**config.mk**
```make
export PLATFORM = sky130hd
export DESIGN_NAME = cyc_dc_cancel
export DESIGN_NICKNAME = d
export VERILOG_FILES = /design/src/rtl/dcc_pkg.sv /design/src/rtl/dcc_ref_edge.sv /design/src/rtl/dcc_period_acc.sv /design/src/rtl/dcc_sample_buf.sv /design/src/rtl/dcc_sat_sub.sv /design/src/rtl/cyc_dc_cancel.sv
export SDC_FILE = /design/constraint.sdc
export NUM_CORES = 2
export LEC_CHECK = 0
export BUFFER_PORTS_ARGS = -buffer_cell sky130_fd_sc_hd__buf_2
export CORE_MARGIN = 3
export CORE_UTILIZATION = 40
export DETAILED_ROUTE_END_ITERATION = 6
export PLACE_DENSITY_LB_ADDON = 0.1
export SETUP_SLACK_MARGIN = 0.5
export SLEW_MARGIN = 20
export SYNTH_ARGS = -nofsm -noshare
export SYNTH_HDL_FRONTEND = slang
export SYNTH_SLANG_ARGS = --single-unit
```
**constraint.sdc**
```tcl
create_clock -name clk -period 5.3 [get_ports clk]
set_input_delay 0.265 -clock clk [delete_from_list [all_inputs] [get_ports clk]]
set_output_delay 0.265 -clock clk [all_outputs]
set_load 0.05 [all_outputs]
```
**src/rtl/dcc_pkg.sv**
```systemverilog
package dcc_pkg;
    parameter int DCC_SAMPLE_W = 16;
    parameter int DCC_LOG2_N   = 8;

    typedef enum logic {
        MODE_NEXT = 1'b0,
        MODE_SAME = 1'b1
    } dcc_mode_e;
endpackage

```
**src/rtl/dcc_ref_edge.sv**
```systemverilog
module dcc_ref_edge (
    input  logic clk,
    input  logic rst_n,
    input  logic ref_in,
    output logic rise
);
    typedef struct packed {
        logic s1;
        logic s2;
        logic prev;
    } sync_t;

    sync_t st_d, st_q;

    always_comb begin
        st_d      = st_q;
        st_d.s1   = ref_in;
        st_d.s2   = st_q.s1;
        st_d.prev = st_q.s2;
    end

    always_ff @(posedge clk) begin
        if (!rst_n) st_q <= '0;
        else        st_q <= st_d;
    end

    assign rise = st_q.s2 & ~st_q.prev;
endmodule

```
**src/rtl/dcc_period_acc.sv**
```systemverilog
module dcc_period_acc #(
    parameter int W      = dcc_pkg::DCC_SAMPLE_W,
    parameter int LOG2_N = dcc_pkg::DCC_LOG2_N
) (
    input  logic                clk,
    input  logic                rst_n,
    input  logic                rise,
    input  logic                in_valid,
    input  logic signed [W-1:0] in_sample,
    output logic                wr_en,
    output logic [LOG2_N-1:0]   wr_idx,
    output logic                closing,
    output logic signed [W-1:0] est_q,
    output logic                have_est_q,
    output logic                active_q,
    output logic [LOG2_N-1:0]   cnt_q
);
    localparam int AW = W + LOG2_N;
    localparam logic [LOG2_N-1:0] LAST_IDX = {LOG2_N{1'b1}};

    typedef struct packed {
        logic                 armed;
        logic                 active;
        logic [LOG2_N-1:0]    cnt;
        logic signed [AW-1:0] acc;
        logic signed [W-1:0]  est;
        logic                 have_est;
    } acc_t;

    acc_t st_d, st_q;

    logic                 start;
    logic                 take;
    logic [LOG2_N-1:0]    idx;
    logic signed [AW-1:0] smp_ext;
    logic signed [AW-1:0] acc_in;

    always_comb begin
        start   = rise | st_q.armed;
        take    = in_valid & (start | st_q.active);
        idx     = start ? '0 : st_q.cnt;
        smp_ext = {{LOG2_N{in_sample[W-1]}}, in_sample};
        acc_in  = start ? smp_ext : st_q.acc + smp_ext;
        closing = take & (idx == LAST_IDX);

        st_d = st_q;
        if (rise) begin
            st_d.armed  = 1'b1;
            st_d.active = 1'b0;
        end
        if (take) begin
            st_d.armed  = 1'b0;
            st_d.active = ~closing;
            st_d.cnt    = idx + 1'b1;
            st_d.acc    = acc_in;
            if (closing) begin
                st_d.est      = acc_in[AW-1:LOG2_N];
                st_d.have_est = 1'b1;
            end
        end
    end

    always_ff @(posedge clk) begin
        if (!rst_n) st_q <= '0;
        else        st_q <= st_d;
    end

    assign wr_en      = take;
    assign wr_idx     = idx;
    assign est_q      = st_q.est;
    assign have_est_q = st_q.have_est;
    assign active_q   = st_q.active;
    assign cnt_q      = st_q.cnt;
endmodule

```
**src/rtl/dcc_sample_buf.sv**
```systemverilog
module dcc_sample_buf #(
    parameter int W      = dcc_pkg::DCC_SAMPLE_W,
    parameter int LOG2_N = dcc_pkg::DCC_LOG2_N
) (
    input  logic              clk,
    input  logic              wr_en,
    input  logic [LOG2_N-1:0] wr_idx,
    input  logic [W-1:0]      wr_data,
    input  logic [LOG2_N-1:0] rd_idx,
    output logic [W-1:0]      rd_data
);
    localparam int DEPTH = 1 << LOG2_N;

    logic [W-1:0] mem [DEPTH];

    always_ff @(posedge clk) begin
        if (wr_en) mem[wr_idx] <= wr_data;
    end

    assign rd_data = mem[rd_idx];
endmodule

```
**src/rtl/dcc_sat_sub.sv**
```systemverilog
module dcc_sat_sub #(
    parameter int W = dcc_pkg::DCC_SAMPLE_W
) (
    input  logic signed [W-1:0] a,
    input  logic signed [W-1:0] b,
    output logic signed [W-1:0] y
);
    localparam logic signed [W-1:0] MAX_V = {1'b0, {(W-1){1'b1}}};
    localparam logic signed [W-1:0] MIN_V = {1'b1, {(W-1){1'b0}}};

    logic signed [W:0] diff;

    always_comb begin
        diff = {a[W-1], a} - {b[W-1], b};
        if (diff[W] != diff[W-1]) y = diff[W] ? MIN_V : MAX_V;
        else                      y = diff[W-1:0];
    end
endmodule

```
**src/rtl/cyc_dc_cancel.sv**
```systemverilog
module cyc_dc_cancel #(
    parameter int W      = dcc_pkg::DCC_SAMPLE_W,
    parameter int LOG2_N = dcc_pkg::DCC_LOG2_N
) (
    input  logic                clk,
    input  logic                rst_n,
    input  logic                ref_in,
    input  logic                mode_same,
    input  logic                in_valid,
    input  logic signed [W-1:0] in_sample,
    output logic                out_valid,
    output logic signed [W-1:0] out_sample
);
    import dcc_pkg::*;

    localparam logic [LOG2_N-1:0] LAST_IDX = {LOG2_N{1'b1}};

    typedef struct packed {
        logic                rep_active;
        logic [LOG2_N-1:0]   rep_idx;
        logic                out_valid;
        logic signed [W-1:0] out_sample;
    } top_t;

    top_t st_d, st_q;

    logic                rise;
    logic                wr_en;
    logic [LOG2_N-1:0]   wr_idx;
    logic                closing;
    logic signed [W-1:0] est_q;
    logic                have_est_q;
    logic                acc_active;
    logic [LOG2_N-1:0]   acc_cnt;
    logic [W-1:0]        buf_rd;
    logic signed [W-1:0] sub_a;
    logic signed [W-1:0] sub_y;
    logic                same_sel;
    logic                pass_en;
    logic                rep_busy;
    logic [LOG2_N-1:0]   rep_pos;

    dcc_ref_edge u_edge (
        .clk    (clk),
        .rst_n  (rst_n),
        .ref_in (ref_in),
        .rise   (rise)
    );

    dcc_period_acc #(.W(W), .LOG2_N(LOG2_N)) u_acc (
        .clk        (clk),
        .rst_n      (rst_n),
        .rise       (rise),
        .in_valid   (in_valid),
        .in_sample  (in_sample),
        .wr_en      (wr_en),
        .wr_idx     (wr_idx),
        .closing    (closing),
        .est_q      (est_q),
        .have_est_q (have_est_q),
        .active_q   (acc_active),
        .cnt_q      (acc_cnt)
    );

    dcc_sample_buf #(.W(W), .LOG2_N(LOG2_N)) u_buf (
        .clk     (clk),
        .wr_en   (wr_en),
        .wr_idx  (wr_idx),
        .wr_data (in_sample),
        .rd_idx  (st_q.rep_idx),
        .rd_data (buf_rd)
    );

    assign sub_a = st_q.rep_active ? buf_rd : in_sample;

    dcc_sat_sub #(.W(W)) u_sub (
        .a (sub_a),
        .b (est_q),
        .y (sub_y)
    );

    always_comb begin
        same_sel = (mode_same == MODE_SAME);
        pass_en  = in_valid & ~same_sel & have_est_q;

        st_d           = st_q;
        st_d.out_valid = 1'b0;
        if (st_q.rep_active) begin
            st_d.out_valid  = 1'b1;
            st_d.out_sample = sub_y;
            st_d.rep_idx    = st_q.rep_idx + 1'b1;
            if (st_q.rep_idx == LAST_IDX) st_d.rep_active = 1'b0;
        end else if (pass_en) begin
            st_d.out_valid  = 1'b1;
            st_d.out_sample = sub_y;
        end
        if (closing && same_sel) begin
            st_d.rep_active = 1'b1;
            st_d.rep_idx    = '0;
        end
    end

    always_ff @(posedge clk) begin
        if (!rst_n) st_q <= '0;
        else        st_q <= st_d;
    end

    assign out_valid  = st_q.out_valid;
    assign out_sample = st_q.out_sample;
    assign rep_busy   = st_q.rep_active;
    assign rep_pos    = st_q.rep_idx;
endmodule

```
==> flow_metrics.py <==
metrics = {
    "outcome": {
        "outcome": "complete, but fails checks",
        "violations": "setup timing",
    },
    "setup_path": {
        "cp_num_cells": 26,
        "cp_common_cell": "buf_12",
        "critPathBufInv": 8,
        "crit_family": "compound AO/OA/AOI/OAI gates",
        "reg2reg_to": "out_sample[5]",
        "crit_required_ns": 6.14,
        "critPathSlowestCell": "mux4_2",
        "cp.arrival_ns": 6.27,
        "crit_path_end_kind": "flip-flop",
        "crit_path_max_incr_delay_ns": 0.59,
        "regToRegSetupSlack_ns": -0.14,
        "worst_setup_path_start_kind": "flip-flop",
        "ff2ff_path_depth": 26,
        "crit_fanout": 8,
        "critPathKind": "reg -> reg",
        "critPathCapture": "out_sample[5]",
    },
    "synth": {
        "synth-seq-cells": 4184,
        "yosys.area.top_type_share_pct": 76.2,
        "synth_most_common_cell": "edfxtp_1",
        "async_flop_share_pct": 0,
        "synthTopCellsByCount": "edfxtp_1, mux4_2, nor2_1",
        "ys_types": 64,
        "syn_avg_cell_area_sq_um": 21.6,
        "syn-cell-area_sq_mm": 0.161,
        "ys_warn_count": 0,
        "synthTopCellsByArea": "edfxtp_1, mux4_2, mux2i_1, dfxtp_1, a22oi_1",
        "yosysSeqAreaShare_pct": 77.3,
        "yosysTopAreaCell": "edfxtp_1",
        "synth_nets": 7546,
        "synthFlopType": "edfxtp_1",
        "synthCells": 7477,
        "synth_edf_count": 4096,
    },
    "clock_tree": {
        "cts_tree": "built",
        "cts_buffer_depth": 4,
        "h-tree-depth": 5,
        "insertion_delay_ns": 0.98,
        "numCtsBuffers": 444,
        "cts-root-buf": "clkbuf_16",
        "cts.sinks": 4184,
        "cts.clk_slew.worst_paths_ns": 0.06,
    },
    "pwr": {
        "seqPwrFrac_pct": 53.5,
        "p_sw_mw": 13.8,
        "p_int_mw": 54.0,
        "leakagePower_nw": 59.4,
        "p_per_area_mw_per_mm2": 353,
        "ir_drop_mv": 0.287,
        "clockPowerShare_pct": 44.8,
        "p_sw_share_pct": 20.4,
        "p_comb_share_pct": 1.7,
    },
    "timing": {
        "fin_skew_ns": 0.0342,
        "setup_slack_ns": -0.136,
        "setup_violations": 15,
        "fin_tns_setup_ns": -1.24,
        "worstMarginPinSlew_ns": 1.12,
        "fin_crit_ns": 5.44,
        "rsz0062_at_grt": "true",
        "final_hold_viol_count": 0,
        "period_share_pct": 103,
        "clock.fmax_mhz": 184,
        "slew-limit-headroom_pct": 25.3,
        "report.final.slew_viol_count": 0,
    },
    "placed_design": {
        "place_area_sq_mm": 0.176,
        "hpwlAfterDp_microns": 285000,
        "finalWeightedCongestion": 0.852,
        "port_buffers": 37,
    },
    "global_routing": {
        "grt.total_usage_pct": 22.2,
        "grt_first_pass_wirelength_microns": 649000,
        "grt_pass1_vias": 82900,
        "overflow": 0,
        "grt_max_degree": 183,
        "antenna_found_initial": 29,
    },
    "floorplanning": {
        "die_x_microns": 641,
        "floorplan.die_area_sq_mm": 0.411,
        "placementRows": 232,
        "start_util_pct": 40.3,
        "die_h_microns": 641,
        "io_pins": 38,
        "core_area_sq_mm": 0.401,
    },
    "routing": {
        "drtIter0Drc": 8651,
        "ant_nets": 0,
        "firstDrtPassIters": 6,
        "via_per_inst": 5.70,
        "wl_per_cell_microns": 32.2,
        "drc": 0,
        "vias": 81900,
        "wirelength_microns": 462000,
    },
    "cells_and_area": {
        "utilization_pct": 48.0,
        "final_area_sq_mm": 0.192,
        "regArea_sq_mm": 0.125,
        "nets": 8765,
        "multi_input_area_sq_mm": 0.0351,
        "layout-drive-gt1-share_pct": 32.8,
        "syn2layout_area_growth_pct": 19.1,
        "fill_cells": 33000,
    },
    "min_path": {
        "hp-class": "in -> reg",
    },
    "run": {
        "max_cap_viol_count": 0,
    },
}
power by group through the flow:
stage	clock, mW	combinational (mW)	sequential (mW)
global route	32.4	1.23	36.3
global placement	0	1.08	37.0
finish	30.4	1.15	36.3
detailed placement	0	1.12	37.0
floorplan	0	0.239	37.0
CTS	31.1	1.14	36.3
sequential cells by signal, indices dropped and copies added (netlist names), named ones only:
register,count
out_valid,1
rep_pos,8
u_acc.cnt_q,8
u_acc.est_q,16
u_acc.st_q,25
u_edge.st_d,2
out_sample,16
u_edge.st_q,1
u_buf.mem,4096
rep_busy,1
u_acc.have_est_q,1
u_acc.active_q,1
cells in the final DEF, fill, tap and decap left out, drive strengths merged, types with 20 or more instances in the layout:
cell,instances
a21oi,97
edfxtp,4096
ha,46
clkinv,210
a221oi,128
inv,57
bufinv,38
clkbuf,552
dlygate4sd3,20
a221o,32
mux4,992
nand4,94
a31oi,22
dfxtp,88
nand2,162
o21ai,204
nor2,317
buf,1182
nor2b,33
a22oi,225
mux2i,259
per-layer routing:
metal	part of all wire (%)	track usage, %	up-vias
met5	0.0052	0	-
met4	2.4	4.99	4
met3	6.3	3.64	590
met2	48	35.7	2804
met1	43	32.1	44300
li1	-	-	34200
worst min-delay path by stage:
stage / start / end / cells past startpoint / slack [ns]
6_report: ref_in / u_edge.st_d[1] / 3 / 0.23
5_1_grt: ref_in / u_edge.st_d[1] / 3 / 0.20
4_1_cts: in_sample[2] / u_buf.mem[150][2] / 2 / 0.19
3_5_place_dp: u_edge.st_d[1] / u_edge.st_d[0] / 1 / 0.42
3_3_place_gp: u_edge.st_d[1] / u_edge.st_d[0] / 1 / 0.42
2_1_floorplan: in_sample[0] / u_buf.mem[0][0] / 0 / 0.36
repair_timing:
action	in CTS	in global routing
hold buffers	20	0
setup buffers	48	53
setup endpoints to repair	16	16
gates resized for setup	129	81
gates cloned	10	6
pin swaps	34	33
endpoints found under the hold margin	693	0
worst register-to-register path: cells and delay by family (launching register included):
family,cells,cell delay [ns]
AO/OA/AOI/OAI,11,1.91
buffers and inverters,8,1.14
multiplexers,2,1.13
adder cells (fa/ha/maj),2,0.47
flip-flops,1,0.36
AND/OR/NAND/NOR,3,0.30
metrics by stage:
step	hold WS (ns)	cells	power (mW)	worst slack (ns)
2_1_floorplan	0.364	7477	37.3	0.503
3_3_place_gp	0.415	13400	38.1	-0.726
3_5_place_dp	0.423	13400	38.1	-0.681
4_1_cts	0.189	14300	68.5	-0.155
5_1_grt	0.201	14300	69.9	-0.267
6_report	0.234	14400	67.9	-0.136
final cells by class:
type                    count  area share (%)
clock buffers             546            6.07
well taps                5265            3.43
flip-flops and latches   4184            64.9
clock inverters           279            1.32
diodes                     13          0.0169
inverters                  40          0.0794
multi-input cells        2810            18.3
repair buffers           1216            5.90
logic make-up after synthesis:
group,Yosys count,share of synthesized area (%)
compound gates,795,3.40
simple gates,680,1.89
xor+xnor,36,0.195
fa+ha+maj,48,0.382
mux,1251,15.5
buf+inv,483,1.35
flops,4184,77.3
No activity file was read; power rests on OpenSTA's default activity.
